$ cat src/rtl/dma_svc_pkg.sv
package dma_svc_pkg;

  typedef enum logic [1:0] {
    XM_DEMAND  = 2'd0,
    XM_SINGLE  = 2'd1,
    XM_BLOCK   = 2'd2,
    XM_CASCADE = 2'd3
  } xfer_mode_e;

  typedef enum logic [1:0] {
    XK_VERIFY  = 2'd0,
    XK_WRITE   = 2'd1,
    XK_READ    = 2'd2,
    XK_RSVD    = 2'd3
  } xfer_kind_e;

endpackage

$ cat src/rtl/svc_arbiter.sv
module svc_arbiter #(
  parameter int NCH = 4,
  parameter int CHW = 2
) (
  input  logic           clk,
  input  logic           rst_n,
  input  logic           ctl_disable,
  input  logic [NCH-1:0] chan_mask,
  input  logic [NCH-1:0] chan_req,
  input  logic [NCH-1:0] chan_prog,
  input  logic [NCH-1:0] stopped,
  input  logic [NCH-1:0] is_block,
  input  logic           unit_done,
  input  logic           last_unit,
  output logic           grant_valid,
  output logic [CHW-1:0] grant_ch
);

  logic [NCH-1:0] eligible;
  logic           lock_valid;
  logic [CHW-1:0] lock_ch;
  logic           lock_live;

  function automatic logic [CHW-1:0] lowest_set(input logic [NCH-1:0] v);
    logic [CHW-1:0] r;
    r = '0;
    for (int i = NCH - 1; i >= 0; i--) begin
      if (v[i]) r = CHW'(i);
    end
    return r;
  endfunction

  assign eligible  = {NCH{!ctl_disable}} & ~chan_mask & chan_req & ~stopped;
  assign lock_live = lock_valid && !ctl_disable && !chan_mask[lock_ch] && !stopped[lock_ch];

  always_comb begin
    if (lock_live) begin
      grant_valid = 1'b1;
      grant_ch    = lock_ch;
    end else begin
      grant_valid = |eligible;
      grant_ch    = lowest_set(eligible);
    end
  end

  always_ff @(posedge clk or negedge rst_n) begin
    if (!rst_n) begin
      lock_valid <= 1'b0;
      lock_ch    <= '0;
    end else begin
      if (lock_valid && !lock_live) lock_valid <= 1'b0;
      if (lock_valid && chan_prog[lock_ch]) lock_valid <= 1'b0;
      if (unit_done) begin
        if (last_unit) begin
          lock_valid <= 1'b0;
        end else if (is_block[grant_ch]) begin
          lock_valid <= 1'b1;
          lock_ch    <= grant_ch;
        end
      end
    end
  end

  AST_DISABLE_NO_GRANT: assert property (@(posedge clk) disable iff (!rst_n)
    ctl_disable |-> !grant_valid);
  AST_GRANT_UNMASKED: assert property (@(posedge clk) disable iff (!rst_n)
    grant_valid |-> !chan_mask[grant_ch]);
  AST_GRANT_NOT_STOPPED: assert property (@(posedge clk) disable iff (!rst_n)
    grant_valid |-> !stopped[grant_ch]);

endmodule

$ cat src/rtl/svc_channel.sv
module svc_channel
  import dma_svc_pkg::*;
#(
  parameter int CW = 16,
  parameter int AW = 16
) (
  input  logic          clk,
  input  logic          rst_n,
  input  logic          prog,
  input  logic [CW-1:0] base_cnt,
  input  logic [AW-1:0] base_addr,
  input  logic [1:0]    mode,
  input  logic          dec,
  input  logic          auto_ld,
  input  logic          unit_done,
  output logic [CW:0]   cur_cnt,
  output logic [AW-1:0] cur_addr,
  output logic          stopped,
  output logic          tc_flag,
  output logic          last_unit,
  output logic          tc_hit
);

  logic is_cascade;

  function automatic logic [AW-1:0] step_addr(input logic [AW-1:0] a, input logic down);
    return down ? a - 1'b1 : a + 1'b1;
  endfunction

  function automatic logic is_last(input logic [CW:0] cnt, input logic [CW-1:0] base);
    return cnt == {1'b0, base};
  endfunction

  assign is_cascade = (mode == XM_CASCADE);
  assign last_unit  = is_last(cur_cnt, base_cnt);
  assign tc_hit     = last_unit && !is_cascade;

  always_ff @(posedge clk or negedge rst_n) begin
    if (!rst_n) begin
      cur_cnt  <= '0;
      cur_addr <= '0;
      stopped  <= 1'b0;
      tc_flag  <= 1'b0;
    end else if (prog) begin
      cur_cnt  <= '0;
      cur_addr <= base_addr;
      stopped  <= 1'b0;
      tc_flag  <= 1'b0;
    end else if (unit_done) begin
      if (!last_unit) begin
        cur_cnt  <= cur_cnt + 1'b1;
        cur_addr <= step_addr(cur_addr, dec);
      end else if (is_cascade) begin
        cur_cnt  <= '0;
        cur_addr <= base_addr;
      end else begin
        tc_flag <= 1'b1;
        if (auto_ld) begin
          cur_cnt  <= '0;
          cur_addr <= base_addr;
        end else begin
          cur_cnt  <= cur_cnt + 1'b1;
          cur_addr <= step_addr(cur_addr, dec);
          stopped  <= 1'b1;
        end
      end
    end
  end

  AST_COUNT_STEP: assert property (@(posedge clk) disable iff (!rst_n)
    (unit_done && !prog && !last_unit) |=> (cur_cnt == $past(cur_cnt) + 1'b1));
  AST_TC_RAISE: assert property (@(posedge clk) disable iff (!rst_n)
    (unit_done && !prog && tc_hit) |=> tc_flag);
  AST_CASCADE_NO_TC: assert property (@(posedge clk) disable iff (!rst_n)
    (unit_done && !prog && is_cascade && !tc_flag) |=> !tc_flag);
  AST_STOP_HOLD: assert property (@(posedge clk) disable iff (!rst_n)
    (stopped && !prog) |=> $stable(cur_cnt));
  AST_PROG_CLEAR: assert property (@(posedge clk) disable iff (!rst_n)
    prog |=> (cur_cnt == '0 && !tc_flag && !stopped));

endmodule

$ cat src/rtl/svc_strobe.sv
module svc_strobe
  import dma_svc_pkg::*;
#(
  parameter int NCH        = 4,
  parameter int CHW        = 2,
  parameter int AW         = 16,
  parameter int UNIT_SHIFT = 1,
  localparam int MAW       = AW + UNIT_SHIFT
) (
  input  logic            clk,
  input  logic            rst_n,
  input  logic            grant_valid,
  input  logic [CHW-1:0]  grant_ch,
  input  logic            unit_ack,
  input  logic [2*NCH-1:0] xfer_mode,
  input  logic [2*NCH-1:0] xfer_kind,
  input  logic [NCH*AW-1:0] cur_addr_all,
  output logic            unit_done,
  output logic            mem_wr,
  output logic            mem_rd,
  output logic [MAW-1:0]  mem_addr
);

  logic [1:0]    sel_kind;
  logic [1:0]    sel_mode;
  logic [AW-1:0] sel_addr;

  function automatic logic [MAW-1:0] byte_addr(input logic [AW-1:0] a);
    logic [MAW-1:0] w;
    w = MAW'(a);
    return w << UNIT_SHIFT;
  endfunction

  assign sel_kind  = xfer_kind[2*grant_ch +: 2];
  assign sel_mode  = xfer_mode[2*grant_ch +: 2];
  assign sel_addr  = cur_addr_all[AW*grant_ch +: AW];
  assign unit_done = unit_ack && grant_valid;

  always_comb begin
    mem_wr = 1'b0;
    mem_rd = 1'b0;
    if (unit_done && sel_mode != XM_CASCADE) begin
      mem_wr = (sel_kind == XK_WRITE);
      mem_rd = (sel_kind == XK_READ);
    end
  end

  assign mem_addr = grant_valid ? byte_addr(sel_addr) : '0;

  AST_STROBE_EXCL: assert property (@(posedge clk) disable iff (!rst_n)
    !(mem_wr && mem_rd));
  AST_STROBE_NEEDS_GRANT: assert property (@(posedge clk) disable iff (!rst_n)
    (mem_wr || mem_rd) |-> grant_valid);

endmodule

$ cat src/rtl/dma_svc_seq.sv
module dma_svc_seq
  import dma_svc_pkg::*;
#(
  parameter int NCH        = 4,
  parameter int CW         = 16,
  parameter int AW         = 16,
  parameter int UNIT_SHIFT = 1,
  localparam int CHW       = (NCH > 1) ? $clog2(NCH) : 1,
  localparam int MAW       = AW + UNIT_SHIFT
) (
  input  logic                clk,
  input  logic                rst_n,
  input  logic                ctl_disable,
  input  logic [NCH-1:0]      chan_mask,
  input  logic [NCH-1:0]      chan_req,
  input  logic [NCH-1:0]      chan_prog,
  input  logic [2*NCH-1:0]    xfer_mode,
  input  logic [2*NCH-1:0]    xfer_kind,
  input  logic [NCH-1:0]      addr_down,
  input  logic [NCH-1:0]      auto_reload,
  input  logic [NCH*CW-1:0]   base_count,
  input  logic [NCH*AW-1:0]   base_addr,
  input  logic                unit_ack,
  output logic                grant_valid,
  output logic [CHW-1:0]      grant_ch,
  output logic                mem_wr,
  output logic                mem_rd,
  output logic [MAW-1:0]      mem_addr,
  output logic                tc_pulse,
  output logic [NCH-1:0]      tc_status,
  output logic [NCH*(CW+1)-1:0] cur_count
);

  logic [NCH-1:0]    stopped;
  logic [NCH-1:0]    is_block;
  logic [NCH-1:0]    last_vec;
  logic [NCH-1:0]    tc_hit_vec;
  logic [NCH*AW-1:0] cur_addr_all;
  logic              unit_done;
  logic              last_sel;

  assign last_sel = last_vec[grant_ch];
  assign tc_pulse = unit_done && tc_hit_vec[grant_ch] && (xfer_mode[2*grant_ch +: 2] != XM_CASCADE);

  svc_arbiter #(.NCH(NCH), .CHW(CHW)) u_arb (
    .clk         (clk),
    .rst_n       (rst_n),
    .ctl_disable (ctl_disable),
    .chan_mask   (chan_mask),
    .chan_req    (chan_req),
    .chan_prog   (chan_prog),
    .stopped     (stopped),
    .is_block    (is_block),
    .unit_done   (unit_done),
    .last_unit   (last_sel),
    .grant_valid (grant_valid),
    .grant_ch    (grant_ch)
  );

  for (genvar g = 0; g < NCH; g++) begin : g_ch
    logic ch_done;
    assign ch_done     = unit_done && (grant_ch == CHW'(g));
    assign is_block[g] = (xfer_mode[2*g +: 2] == XM_BLOCK);

    svc_channel #(.CW(CW), .AW(AW)) u_ch (
      .clk       (clk),
      .rst_n     (rst_n),
      .prog      (chan_prog[g]),
      .base_cnt  (base_count[CW*g +: CW]),
      .base_addr (base_addr[AW*g +: AW]),
      .mode      (xfer_mode[2*g +: 2]),
      .dec       (addr_down[g]),
      .auto_ld   (auto_reload[g]),
      .unit_done (ch_done),
      .cur_cnt   (cur_count[(CW+1)*g +: CW+1]),
      .cur_addr  (cur_addr_all[AW*g +: AW]),
      .stopped   (stopped[g]),
      .tc_flag   (tc_status[g]),
      .last_unit (last_vec[g]),
      .tc_hit    (tc_hit_vec[g])
    );
  end

  svc_strobe #(.NCH(NCH), .CHW(CHW), .AW(AW), .UNIT_SHIFT(UNIT_SHIFT)) u_stb (
    .clk          (clk),
    .rst_n        (rst_n),
    .grant_valid  (grant_valid),
    .grant_ch     (grant_ch),
    .unit_ack     (unit_ack),
    .xfer_mode    (xfer_mode),
    .xfer_kind    (xfer_kind),
    .cur_addr_all (cur_addr_all),
    .unit_done    (unit_done),
    .mem_wr       (mem_wr),
    .mem_rd       (mem_rd),
    .mem_addr     (mem_addr)
  );

  AST_TC_ONLY_ON_GRANT: assert property (@(posedge clk) disable iff (!rst_n)
    tc_pulse |-> (grant_valid && unit_ack));
  AST_BLOCK_HOLD: assert property (@(posedge clk) disable iff (!rst_n)
    (unit_done && is_block[grant_ch] && !last_sel && !chan_prog[grant_ch])
    |=> (ctl_disable || chan_mask[$past(grant_ch)] || (grant_valid && grant_ch == $past(grant_ch))));

endmodule

$ cat config.mk
export PLATFORM = sky130hd
export DESIGN_NAME = dma_svc_seq
export DESIGN_NICKNAME = d
export VERILOG_FILES = /design/src/rtl/dma_svc_pkg.sv /design/src/rtl/svc_arbiter.sv /design/src/rtl/svc_channel.sv /design/src/rtl/svc_strobe.sv /design/src/rtl/dma_svc_seq.sv
export SDC_FILE = /design/constraint.sdc
export NUM_CORES = 1
export LEC_CHECK = 0
export BUFFER_PORTS_ARGS = -buffer_cell sky130_fd_sc_hd__buf_2
export CAP_MARGIN = 15
export CORE_MARGIN = 3
export CORE_UTILIZATION = 53
export DETAILED_ROUTE_END_ITERATION = 10
export GPL_TIMING_DRIVEN = 0
export MAX_ROUTING_LAYER = met4
export PLACE_DENSITY = 0.82
export SLEW_MARGIN = 20
export SYNTH_ARGS = -nofsm -noshare
export SYNTH_HDL_FRONTEND = slang
export SYNTH_SLANG_ARGS = --single-unit
export TNS_END_PERCENT = 5
$ cat constraint.sdc
create_clock -name clk -period 5.5 [get_ports clk]
set_input_delay 0 -clock clk [delete_from_list [all_inputs] [get_ports clk]]
set_output_delay 0 -clock clk [all_outputs]
set_load 0.02 [all_outputs]
# Yosys cells after proc, flatten, opt, wreduce, memory -nomap -nowiden
# Index checks and enable logic that the tools add are counted.
# classes
add_sub_neg	12
order_cmp	2
eq_ne	26
shifts	3
muxes	106
n_bitwise	6
n_reduce_logical	44
# op_table
cell	n
$mux 16	24
$mux 17	21
$add 17x1->17 const B	4
$eq 17x16->1	4
$add 16x1->16 const B	4
$shiftx 64x7->16	1
$sub 16x1->16 const B	4
$mux 1	50
$eq 2x2->1 const B	11
$ne 2x2->1 const B	9
$logic_and 1x1->1	17
$reduce_and 4->1	4
$reduce_bool 2->1	8
$shiftx 8x4->2	2
$reduce_and 3->1	5
$and 4x4->4	3
$bmux 1 s2	6
$mux 2	5
$logic_not 1->1	8
$not 4->4	2
$lt 2x3->1 const B	2
$eq 2x1->1 const B	2
$reduce_or 4->1	1
$logic_not 2->1	1
$not 1->1	1
# totals
regBits	143
input_bits	168
out_inout_bits	95
elab_cells	217

# Depth between registers and ports, before layout
# Gate-level depths: netlist of the first run.
# depth
ltp_word	14
mapped_depth	12
ltp_nobuf	9

# By module
# A second synthesis of the first run with hierarchy kept.
# hier_totals
cells_unflattened	1290
hier_area_um2	11547.3
# modules_own_cells
module	n_inst	cells_per_inst	area_each_um2	seq_area_each_um2
svc_channel at g_ch[0].u_ch ...	2	285	2543.7	875.8
svc_channel at g_ch[3].u_ch	1	310	2668.8	875.8
svc_channel at g_ch[2].u_ch	1	293	2627.5	875.8
svc_strobe	1	52	621.8	0.0
svc_arbiter	1	44	390.4	75.1
dma_svc_seq	1	21	151.4	0.0

# Least setup slack after synthesis of the first run
# OpenSTA, ideal clock, no wires.
# synth_path
path_kind	flip-flop to output port
from	reg u_arb.lock_ch[0]
to	out tc_pulse
arrival_ns	2.753
t_required_ns	5.500
setup_slack_ns	2.747
stages_incl_launch_ff	11
path_buffers	3
cell_sequence	dfrtp_1 -> buf_6 -> or3_1 -> o311ai_2 -> and3_1 -> buf_6 -> mux2i_4 -> buf_6 -> o21ai_0 -> a21o_1 -> a311oi_1
# synth_via
elab_chain_len	10
elab_cells_between_ends	17
cone_classes	eq/ne: 1; shift: 1; mux: 8; reduce/logical: 7
# synth_lines
element	line	rtl
start: declaration	svc_arbiter.sv:21	logic [CHW-1:0] lock_ch;
start signal: assignment	svc_arbiter.sv:58	lock_ch <= grant_ch;
parallel branches: the longest is 9 deep, another holds $shiftx 8x4->2	--	
$logic_and 1x1->1 (*)	dma_svc_seq.sv:43	assign tc_pulse = unit_done && tc_hit_vec[grant_ch] && (xfer_mode[2*grant_ch +: 2] != XM_CASCADE);
end: declaration	dma_svc_seq.sv:29	output logic tc_pulse,
# Every way passes the cells marked *. The select of a mux whose other input is x is not followed.

# Worst setup path after layout of the first run
# Same ends and word-level chain as after synthesis.

==> flow_metrics.tcl, run 1 <==
set metrics [dict create \
    outcome "complete, no violations" \
    pwr-share-clk_pct 26.6 \
    grt.overflow.total 0 \
    crit_path_top_delay_cell "mux2i_4" \
    grt_first_pass_wirelength_um 57000 \
    fillCellCount 1629 \
    ys_warn_count 0 \
    powerDensity_mw_per_mm2 308 \
    setup_viol 0 \
    first_pass_iters 5 \
    portBuffers 260 \
    ant_nets 0 \
    rr_worst_depth 10 \
    rows 52 \
    worstPathArrival_ns 3.56 \
    report.final.slew_viol_count 0 \
    r2r-end "g_ch[0].u_ch.cur_cnt[6]" \
    cts_tree "done" \
    yosysMostFrequentCell "nand2_1" \
    fmax_mhz 281 \
    cpMostUsedCell "buf_6" \
    clock-sinks 143 \
    p_sw_mw 1.70 \
    antenna_found_initial 2 \
    worstReg2RegStart "g_ch[0].u_ch.cur_cnt[4]" \
    endpoint_kind "primary output" \
    p_seq_share_pct 32.3 \
    fp.dieH_um 151 \
    route.vias.total 11900 \
    synth_edf_count 0 \
    grt_usage_pct 32.4 \
    cp.required_ns 5.50 \
    first_iter_violations 970 \
    comb_power_share_pct 41.1 \
    p_leak_nw 6.66 \
    cts_setup_buffers 0 \
    grt_pass1_vias 11200 \
    dieArea_mm2 0.0229 \
    start_util_pct 54.6 \
    grt_max_degree 95 \
    crit_chain "buf_6 -> or3_1 -> o311ai_2 -> and3_1 -> buf_6 -> mux2i_4 -> buf_6 -> o21ai_0 -> a21o_1 -> a311oi_1 -> buf_2" \
    rsz0062_at_grt "no" \
    rrSetupSlack_ns 2.06 \
    fin_crit_ns 3.56 \
    p_int_mw 2.67 \
    fin_nets 1927 \
    ys_top_cells_by_count "nand2_1 (180), dfrtp_1 (143), nor2_1 (135)" \
    startpoint "u_arb.lock_ch[0]" \
    register_area_mm2 0.00358 \
    path_clk_slew_ns 0.07 \
    h-tree-depth 4 \
    insertion_delay_ns 0.44 \
    postSynth.asyncResetShare_pct 100 \
    routed_wl_um 36800 \
    power_mw 4.37 \
    cts_buffers 17 \
    synth.avg_cell_area_um2 8.35 \
    hp-class "in2reg" \
    root_buffer "clkbuf_16" \
    path_class "reg2out" \
    gp_congestion 0.993 \
    clockBufferDepth 2 \
    coreArea_mm2 0.0205 \
    yosysUniqueCellTypes 79 \
    syn-cell-area_mm2 0.0112 \
    worst_pin_slew_ns 0.884 \
    synth_area_leaders "dfrtp_1 (32%), ha_1 (6.7%), nand2_1 (6.0%)" \
    yosys.area.top_type_share_pct 32.0 \
    route.detailed.drc 0 \
    synthCells 1341 \
    yosys.area.top_type "dfrtp_1" \
    crit_fanout 10 \
    via_per_inst 6.02 \
    synth_seq_cells 143 \
    syn_nets 1573 \
    cp_slowest_stage_delay_ns 0.50 \
    cp.depth 11 \
    hpwlAfterDp_um 27200 \
    critPathCapture "tc_pulse" \
    area_growth_pct 26.8 \
    multi_input_area_mm2 0.00725 \
    wl_per_cell_um 18.6 \
    cpLargestDelayFamily "compound AO/OA/AOI/OAI gates" \
    fin_crit_sh_pct 64.8 \
    finalSetupTns_ns 0 \
    io_pins 263 \
    worstSetupStartpointType "register" \
    vdd_drop_max_v 0.000246 \
    crit_buf_inv 4 \
    synthFlopType "dfrtp_1" \
    max_slew_margin_pct 40.7 \
    die_x_um 151 \
    layout-drive-gt1-share_pct 20.2 \
    skew_ns 0.00959 \
    sw_frac_of_total_pct 39.0 \
    finalHoldViolCount 0 \
    ys_seq_area_share_pct 32.0 \
    maxCapViolations 0 \
]
[cells by family (layout without fill, tap and decap cells)]
| kind of cell | Yosys count | count (layout) | synth area share, % |
|---|---|---|---|
| AO/OA/AOI/OAI | 371 | 371 | 20.3 |
| buffers and inverters | 80 | 447 | 3.21 |
| flip-flops | 143 | 143 | 32.0 |
| XOR/XNOR | 117 | 117 | 9.16 |
| AND/OR/NAND/NOR | 526 | 526 | 22.1 |
| adder cells (fa/ha/maj) | 64 | 64 | 7.42 |
| other | 1 | 4 | 0.0335 |
| multiplexers | 39 | 39 | 5.77 |
[power groups by stage]
stage | registers (mW) | clock network (mW) | logic (mW)
after CTS | 1.40 | 1.17 | 1.77
after floorplan | 1.34 | 0 | 1.31
final | 1.41 | 1.16 | 1.80
after global routing | 1.42 | 1.22 | 1.99
after global placement | 1.41 | 0 | 1.68
after detailed placement | 1.42 | 0 | 1.72
[placed cells by master (no fill, tap or decap), types with 5 or more instances in the layout]
master	netlist	final
o21ai_1	11	11
and2_1	20	20
nor2_1	135	135
inv_1	21	21
buf_4	5	5
a21oi_1	72	72
o21bai_1	6	6
nor4b_1	6	6
mux2i_1	18	18
mux4_2	14	14
a21o_1	22	22
xor2_1	56	56
ha_1	60	60
a211oi_1	7	7
nand3_1	44	44
o21ai_0	134	134
dfrtp_1	143	143
o22ai_1	6	6
or3_1	9	9
nand2b_1	15	15
and3_1	32	32
clkbuf_1	36	37
nand4_1	13	13
xnor2_1	61	61
clkbuf_16	0	17
a31oi_1	43	43
nor4_1	12	12
dlygate4sd3_1	0	74
or2_2	6	6
buf_2	7	266
nand2_1	180	180
o211ai_1	8	8
o41ai_1	5	5
o31ai_1	9	9
nand4b_1	5	5
nor3_1	29	29
inv_6	0	6
[layer usage]
metal  vias to the layer above  routed length [µm]  GRT usage, %
met2                       609               17400          52.4
met1                      5610               14900          41.1
met4                         0                1190          12.2
met3                        94                3350          5.06
met5                         -                   0             -
li1                       5603                   -             -
[flip-flops by register name (all words and copies together) (netlist names)]
signal / cells
g_ch.u_ch.cur_addr: 64
g_ch.u_ch.cur_cnt: 68
g_ch.u_ch.stopped: 4
g_ch.u_ch.tc_flag: 4
u_arb.lock_ch: 2
u_arb.lock_valid: 1
[final cells by class]
type	count	share of cell area, %
antenna	3	0.0529
buffer	56	1.90
tap	270	2.38
timing repair buffer	335	14.7
sequential	143	25.2
multi-input combinational	1118	51.1
clock buffer	19	3.12
clock inverter	13	0.900
inverter	24	0.635
[through the flow]
| step | cells | utilization, % | worst slack, ns | area (µm²) | hold WS (ns) |
|---|---|---|---|---|---|
| 5_1_grt | 1980 | 69.2 | 1.79 | 14200 | 0.0153 |
| 6_report | 1981 | 69.2 | 1.94 | 14200 | 0.00905 |
| 4_1_cts | 1978 | 69.2 | 1.98 | 14200 | 0.000952 |
| 2_1_floorplan | 1341 | - | 2.75 | 11200 | -0.296 |
| 3_3_place_gp | 1871 | 62.6 | 2.18 | 12800 | 0.230 |
| 3_5_place_dp | 1872 | 62.8 | 2.14 | 12900 | -0.0615 |
[worst min-delay path by stage]
stage	startpoint	endpoint	slack [ns]	cells past startpoint
2_1_floorplan	rst_n	g_ch[0].u_ch.cur_addr[0]	-0.30	0
3_3_place_gp	base_addr[44]	g_ch[2].u_ch.cur_addr[12]	0.23	3
3_5_place_dp	rst_n	g_ch[0].u_ch.cur_cnt[11]	-0.06	1
4_1_cts	unit_ack	u_arb.lock_ch[0]	0.001	4
5_1_grt	base_addr[47]	g_ch[2].u_ch.cur_addr[15]	0.02	4
6_report	base_addr[47]	g_ch[2].u_ch.cur_addr[15]	0.009	4
[worst reg2reg max path: cells and delay by family, from the launching register on]
family                 cells  cell delay (ns)
AO/OA/AOI/OAI              3             0.98
buffers and inverters      2             0.74
AND/OR/NAND/NOR            4             0.93
flip-flops                 1             0.48
XOR/XNOR                   1             0.19
[what timing repair did]
action	4_1_cts	5_1_grt
endpoints found under the hold margin	216	0
resized for setup	0	0
hold buffers	74	0
Note: power is estimated with default switching activity, not from simulation.
==> inputs of run 2 (changes only) <==
--- a/config.mk
+++ b/config.mk
@@ -8,11 +8,11 @@
 export BUFFER_PORTS_ARGS = -buffer_cell sky130_fd_sc_hd__buf_2
 export CAP_MARGIN = 15
 export CORE_MARGIN = 3
-export CORE_UTILIZATION = 53
+export CORE_UTILIZATION = 50
 export DETAILED_ROUTE_END_ITERATION = 10
 export GPL_TIMING_DRIVEN = 0
 export MAX_ROUTING_LAYER = met4
-export PLACE_DENSITY = 0.82
+export PLACE_DENSITY = 0.81
 export SLEW_MARGIN = 20
 export SYNTH_ARGS = -nofsm -noshare
 export SYNTH_HDL_FRONTEND = slang
==> constraint.sdc (replaced) <==
create_clock -name clk -period 3.14 [get_ports clk]
set_input_delay 0 -clock clk [delete_from_list [all_inputs] [get_ports clk]]
set_output_delay 0 -clock clk [all_outputs]
set_load 0.02 [all_outputs]
==> flow_metrics.tcl, run 2 (synthesized netlist as in run 1, its figures left out) <==
set metrics [dict create \
    fin_nets 1935 \
    setup_viol 8 \
    root_buffer "clkbuf_16" \
    rows 54 \
    p_leak_nw 6.75 \
    worstSetupStartpointType "register" \
    layout-drive-gt1-share_pct 22.1 \
    final_area_mm2 0.0144 \
    rsz0062_at_grt "yes" \
    endpoint_kind "primary output" \
    r2r-end "g_ch[1].u_ch.cur_addr[15]" \
    crit_buf_inv 6 \
    cts_tree "done" \
    hpwlAfterDp_um 27500 \
    worstHoldStart "xfer_mode[6]" \
    max_slew_margin_pct 39.7 \
    clockBufferDepth 2 \
    finalSetupTns_ns -0.207 \
    hp-class "in2reg" \
    cts_buffers 17 \
    vdd_drop_max_v 0.000418 \
    crit_chain "buf_6 -> or3_1 -> o311ai_2 -> and3_1 -> buf_6 -> mux2i_4 -> buf_4 -> inv_2 -> buf_6 -> mux4_2 -> and2_1 -> buf_2" \
    placed_cell_area_mm2 0.0129 \
    dieArea_mm2 0.0242 \
    skew_ns 0.0119 \
    biggestRegsByFlops "g_ch.u_ch.cur_cnt: 68 flops, g_ch.u_ch.cur_addr: 64 flops" \
    powerDensity_mw_per_mm2 540 \
    finalHoldViolCount 0 \
    h-tree-depth 4 \
    largest_reg_flops 68 \
    top_register "g_ch.u_ch.cur_cnt" \
    fp.dieH_um 156 \
    start_util_pct 51.1 \
    antenna_found_initial 0 \
    clock-sinks 143 \
    hold_end "g_ch[3].u_ch.tc_flag" \
    crit_fanout 10 \
    maxCapViolations 0 \
    rrSetupSlack_ns 0.11 \
    portBuffers 260 \
    insertion_delay_ns 0.44 \
    worstPathArrival_ns 3.25 \
    cp_slowest_stage_delay_ns 0.44 \
    die_x_um 156 \
    violations "setup timing" \
    power_mw 7.76 \
    path_class "reg2out" \
    grt_max_degree 95 \
    register_area_mm2 0.00358 \
    outcome "finished with violations" \
    fillCellCount 1794 \
    area_growth_pct 28.4 \
    routed_wl_um 37400 \
    worstReg2RegStart "g_ch[1].u_ch.cur_cnt[3]" \
    ant_nets 0 \
    fin_crit_sh_pct 103 \
    grt_usage_pct 31.0 \
    path_clk_slew_ns 0.06 \
    rr_worst_depth 9 \
    grt_pass1_vias 11400 \
    gp_congestion 0.980 \
    multi_input_area_mm2 0.00731 \
    layout_common_cells "buf_2 (265), nand2_1 (180), dfrtp_1 (143)" \
    report.final.slew_viol_count 0 \
    wl_per_cell_um 18.7 \
    worst_pin_slew_ns 0.897 \
    cpMostUsedCell "buf_6" \
    holdPathStages 4 \
    fin_crit_ns 3.25 \
    first_pass_iters 5 \
    first_iter_violations 890 \
    final_common_cell "buf_2" \
    route.detailed.drc 0 \
    crit_path_top_delay_cell "mux4_2" \
    fmax_mhz 308 \
    route.vias.total 11900 \
    finalWorstSetupSlack_ns -0.105 \
    hold_slack_ns 0.0155 \
    cpLargestDelayFamily "buffers and inverters" \
    io_pins 263 \
    grt_first_pass_wirelength_um 58800 \
    grt.overflow.total 0 \
    via_per_inst 5.98 \
    dp_slack_ns -0.195 \
    cp.required_ns 3.14 \
    coreArea_mm2 0.0219 \
]
==> run 2: layout make-up <==
type	count	share of cell area, %
Multi-Input combinational cell	1118	50.9
Sequential cell	143	24.9
Timing Repair Buffer	343	14.9
Clock buffer	20	3.18
Tap cell	280	2.44
Buffer	56	2.05
Clock inverter	12	0.940
Inverter	24	0.627
Antenna cell	1	0.0174
==> run 2: worst max-delay path by stage <==
| stage | startpoint | to | slack, ns | cells past startpoint |
|---|---|---|---|---|
| floorplan | u_arb.lock_ch[0] | tc_pulse | 0.39 | 10 |
| detailed placement | g_ch[0].u_ch.cur_cnt[4] | g_ch[0].u_ch.cur_cnt[13] | -0.19 | 10 |
| global route | u_arb.lock_ch[0] | mem_addr[1] | -0.19 | 12 |
| finish | u_arb.lock_ch[0] | mem_addr[1] | -0.11 | 12 |
| CTS | u_arb.lock_ch[0] | tc_pulse | -0.10 | 11 |
| global placement | g_ch[0].u_ch.cur_cnt[4] | g_ch[0].u_ch.cur_addr[3] | -0.16 | 9 |
==> run 2: power by group <==
group	switching, mW	total, mW	internal (mW)
combinational	1.74	3.22	1.48
clock	0.861	2.08	1.22
sequential	0.363	2.47	2.11
total	2.96	7.76	4.80
==> run 2: metrics by stage <==
stage,utilization (%),instances
final,65.6,1997
after global routing,65.6,1996
after CTS,65.2,1992
after detailed placement,58.8,1882
after global placement,58.7,1881
after floorplan,-,1341
==> run 2: routing by layer <==
layer	vias to the layer above	GRT usage, %	part of all wire [%]
met5	-	-	0
met4	0	10.4	3.2
met3	95	4.88	8.3
met2	588	50.8	48
met1	5646	39.5	40
li1	5609	-	-
==> run 2: repair_timing <==
action | 4_1_cts | 5_1_grt
hold buffers | 76 | 0
endpoints found under the hold margin | 219 | 0
buffers inserted | 2 | 4
pin swaps | 1 | 2
setup endpoints to repair | 50 | 117
cloned | 0 | 0
gates resized for setup | 9 | 36
==> run 2: worst min-delay path, stage by stage <==
cell     delay (ns)
buf_2          0.10
nand2_1        0.10
nand4_1        0.12
a21oi_1        0.08
==> inputs of run 3 (changes only) <==
--- a/config.mk
+++ b/config.mk
@@ -13,6 +13,7 @@
 export GPL_TIMING_DRIVEN = 0
 export MAX_ROUTING_LAYER = met4
 export PLACE_DENSITY = 0.81
+export REMOVE_ABC_BUFFERS = 1
 export SLEW_MARGIN = 20
 export SYNTH_ARGS = -nofsm -noshare
 export SYNTH_HDL_FRONTEND = slang
==> constraint.sdc (replaced) <==
create_clock -name clk -period 3.14 [get_ports clk]
set_input_delay 0.628 -clock clk [delete_from_list [all_inputs] [get_ports clk]]
set_output_delay 0.628 -clock clk [all_outputs]
set_load 0.02 [all_outputs]
==> flow_metrics.tcl, run 3 (synthesized netlist as in run 1, its figures left out) <==
set metrics [dict create \
    max_slew_margin_pct 32.2 \
    crit_buf_inv 3 \
    worstPathArrival_ns 3.06 \
    start_util_pct 51.1 \
    routed_wl_um 36200 \
    portBuffers 261 \
    path_clk_slew_ns 0.06 \
    h-tree-depth 4 \
    crit_path_top_delay_cell "dfrtp_1" \
    largest_reg_flops 68 \
    root_buffer "clkbuf_16" \
    grt_max_degree 92 \
    grt_first_pass_wirelength_um 56100 \
    antenna_found_initial 6 \
    comb_power_share_pct 42.1 \
    top_register "g_ch.u_ch.cur_cnt" \
    postCtsHoldBufs 0 \
    crit_chain "or3_4 -> o311ai_4 -> and3_4 -> buf_6 -> o21ai_4 -> buf_12 -> a21oi_4 -> o21ai_1 -> a21o_1 -> a311oi_2 -> buf_4" \
    report.final.slew_viol_count 0 \
    cp_slowest_stage_delay_ns 0.41 \
    clock-sinks 143 \
    rr_worst_depth 12 \
    cts_tree "done" \
    outcome "finished with violations" \
    hold_slack_ns 0.105 \
    cpLargestDelayFamily "compound AO/OA/AOI/OAI gates" \
    endpoint_kind "primary output" \
    area_growth_pct 26.9 \
    dp_slack_ns -1.35 \
    p_seq_share_pct 31.0 \
    grt.overflow.total 0 \
    cts_buffers 17 \
    fin_crit_sh_pct 118 \
    insertion_delay_ns 0.43 \
    biggestRegsByFlops "g_ch.u_ch.cur_cnt: 68 flops, g_ch.u_ch.cur_addr: 64 flops" \
    sw_frac_of_total_pct 37.3 \
    cp.depth 11 \
    vdd_drop_max_v 0.000463 \
    fin_crit_ns 3.69 \
    fin_nets 1837 \
    cp.required_ns 2.51 \
    p_sw_mw 2.97 \
    placed_cell_area_mm2 0.0128 \
    ant_nets 0 \
    setup_viol 20 \
    grt_usage_pct 29.7 \
    powerDensity_mw_per_mm2 561 \
    coreArea_mm2 0.0219 \
    clockBufferDepth 2 \
    final_area_mm2 0.0142 \
    finalSetupTns_ns -8.12 \
    crit_fanout 4 \
    wl_per_cell_um 19.0 \
    layout-drive-gt1-share_pct 27.3 \
    fmax_mhz 271 \
    final_common_cell "buf_2" \
    finalWorstSetupSlack_ns -0.551 \
    p_int_mw 5.00 \
    fp.dieH_um 156 \
    p_leak_nw 6.60 \
    fillCellCount 1787 \
    skew_ns 0.00728 \
    via_per_inst 6.05 \
    io_pins 263 \
    violations "setup timing" \
    die_x_um 156 \
    first_iter_violations 759 \
    finalHoldViolCount 0 \
    hp-class "in2async" \
    utilization_pct 64.9 \
    route.vias.total 11500 \
    route.detailed.drc 0 \
    dieArea_mm2 0.0242 \
    path_class "reg2out" \
    gp_congestion 0.949 \
    worst_pin_slew_ns 1.01 \
    grt_pass1_vias 10700 \
    layout_common_cells "buf_2 (242), nand2_1 (177), dfrtp_1 (138)" \
    rows 54 \
    rsz0062_at_grt "yes" \
    maxCapViolations 0 \
    worstSetupStartpointType "register" \
    first_pass_iters 5 \
    hpwlAfterDp_um 25700 \
    pwr-share-clk_pct 26.9 \
]
-- run 3: cell count changes in the layout (fill, tap and decap cells not counted), moves of 10 or more --
cell / change
and2_4: +11
clkbuf_1: -27
clkbuf_2: -10
buf_4: +14
buf_6: +14
buf_2: -23
dlygate4sd3_1: -76
and2_1: -11
-- run 3: path summary, 6_finish.rpt --
| kind | start | to | slack (ns) |
|---|---|---|---|
| worst max-delay path | g_ch[2].u_ch.stopped | tc_pulse | -0.55 |
| worst min-delay path | rst_n | g_ch[1].u_ch.cur_cnt[15] | 0.11 |
| worst max register to register | g_ch[1].u_ch.stopped | g_ch[1].u_ch.cur_addr[15] | 0 |
| worst min register to register | g_ch[1].u_ch.cur_cnt[16] | g_ch[1].u_ch.cur_cnt[16] | 0.51 |
| max in group asynchronous | rst_n | g_ch[0].u_ch.cur_addr[4] | 2.19 |
| min in group clk | base_addr[44] | g_ch[2].u_ch.cur_addr[12] | 0.43 |
-- run 3: power groups by stage --
| stage | clock (mW) | sequential (mW) | combinational [mW] |
|---|---|---|---|
| 6_report | 2.15 | 2.47 | 3.36 |
| 2_1_floorplan | 0 | 2.36 | 2.24 |
| 3_5_place_dp | 0 | 2.50 | 2.98 |
| 5_1_grt | 2.25 | 2.50 | 3.71 |
| 3_3_place_gp | 0 | 2.48 | 2.86 |
| 4_1_cts | 2.16 | 2.46 | 3.20 |
-- run 3: cell type report --
class                   instances  area [µm²]  share of cell area [%]
multi-input cells            1118        7640                    53.8
inverters                      24         105                   0.740
repair inverters                1        11.3                  0.0793
diodes                          6        15.0                   0.106
well taps                     280         350                    2.47
flip-flops and latches        143        3580                    25.2
repair buffers                300        1900                    13.4
clock inverters                10         135                   0.951
clock buffers                  21         470                    3.31
-- run 3: layer usage --
metal,vias up,GRT usage (%),wire (µm)
met5,-,-,0
met4,0,9.96,1210
met3,84,4.49,2800
met2,540,47.9,17300
met1,5472,38.7,14900
li1,5414,-,-
-- run 3: timing repair --
action                                  CTS  global route
buffers inserted                         23             7
pin swaps                                10            14
endpoints found under the setup margin  113            83
gates resized for setup                  90            54
gates cloned                              3             0
-- run 3: per-stage QoR --
stage / instances / total power [mW]
3_5_place_dp: 1833 / 5.48
6_report: 1903 / 7.97
2_1_floorplan: 1285 / 4.60
5_1_grt: 1903 / 8.46
3_3_place_gp: 1826 / 5.33
4_1_cts: 1890 / 7.81
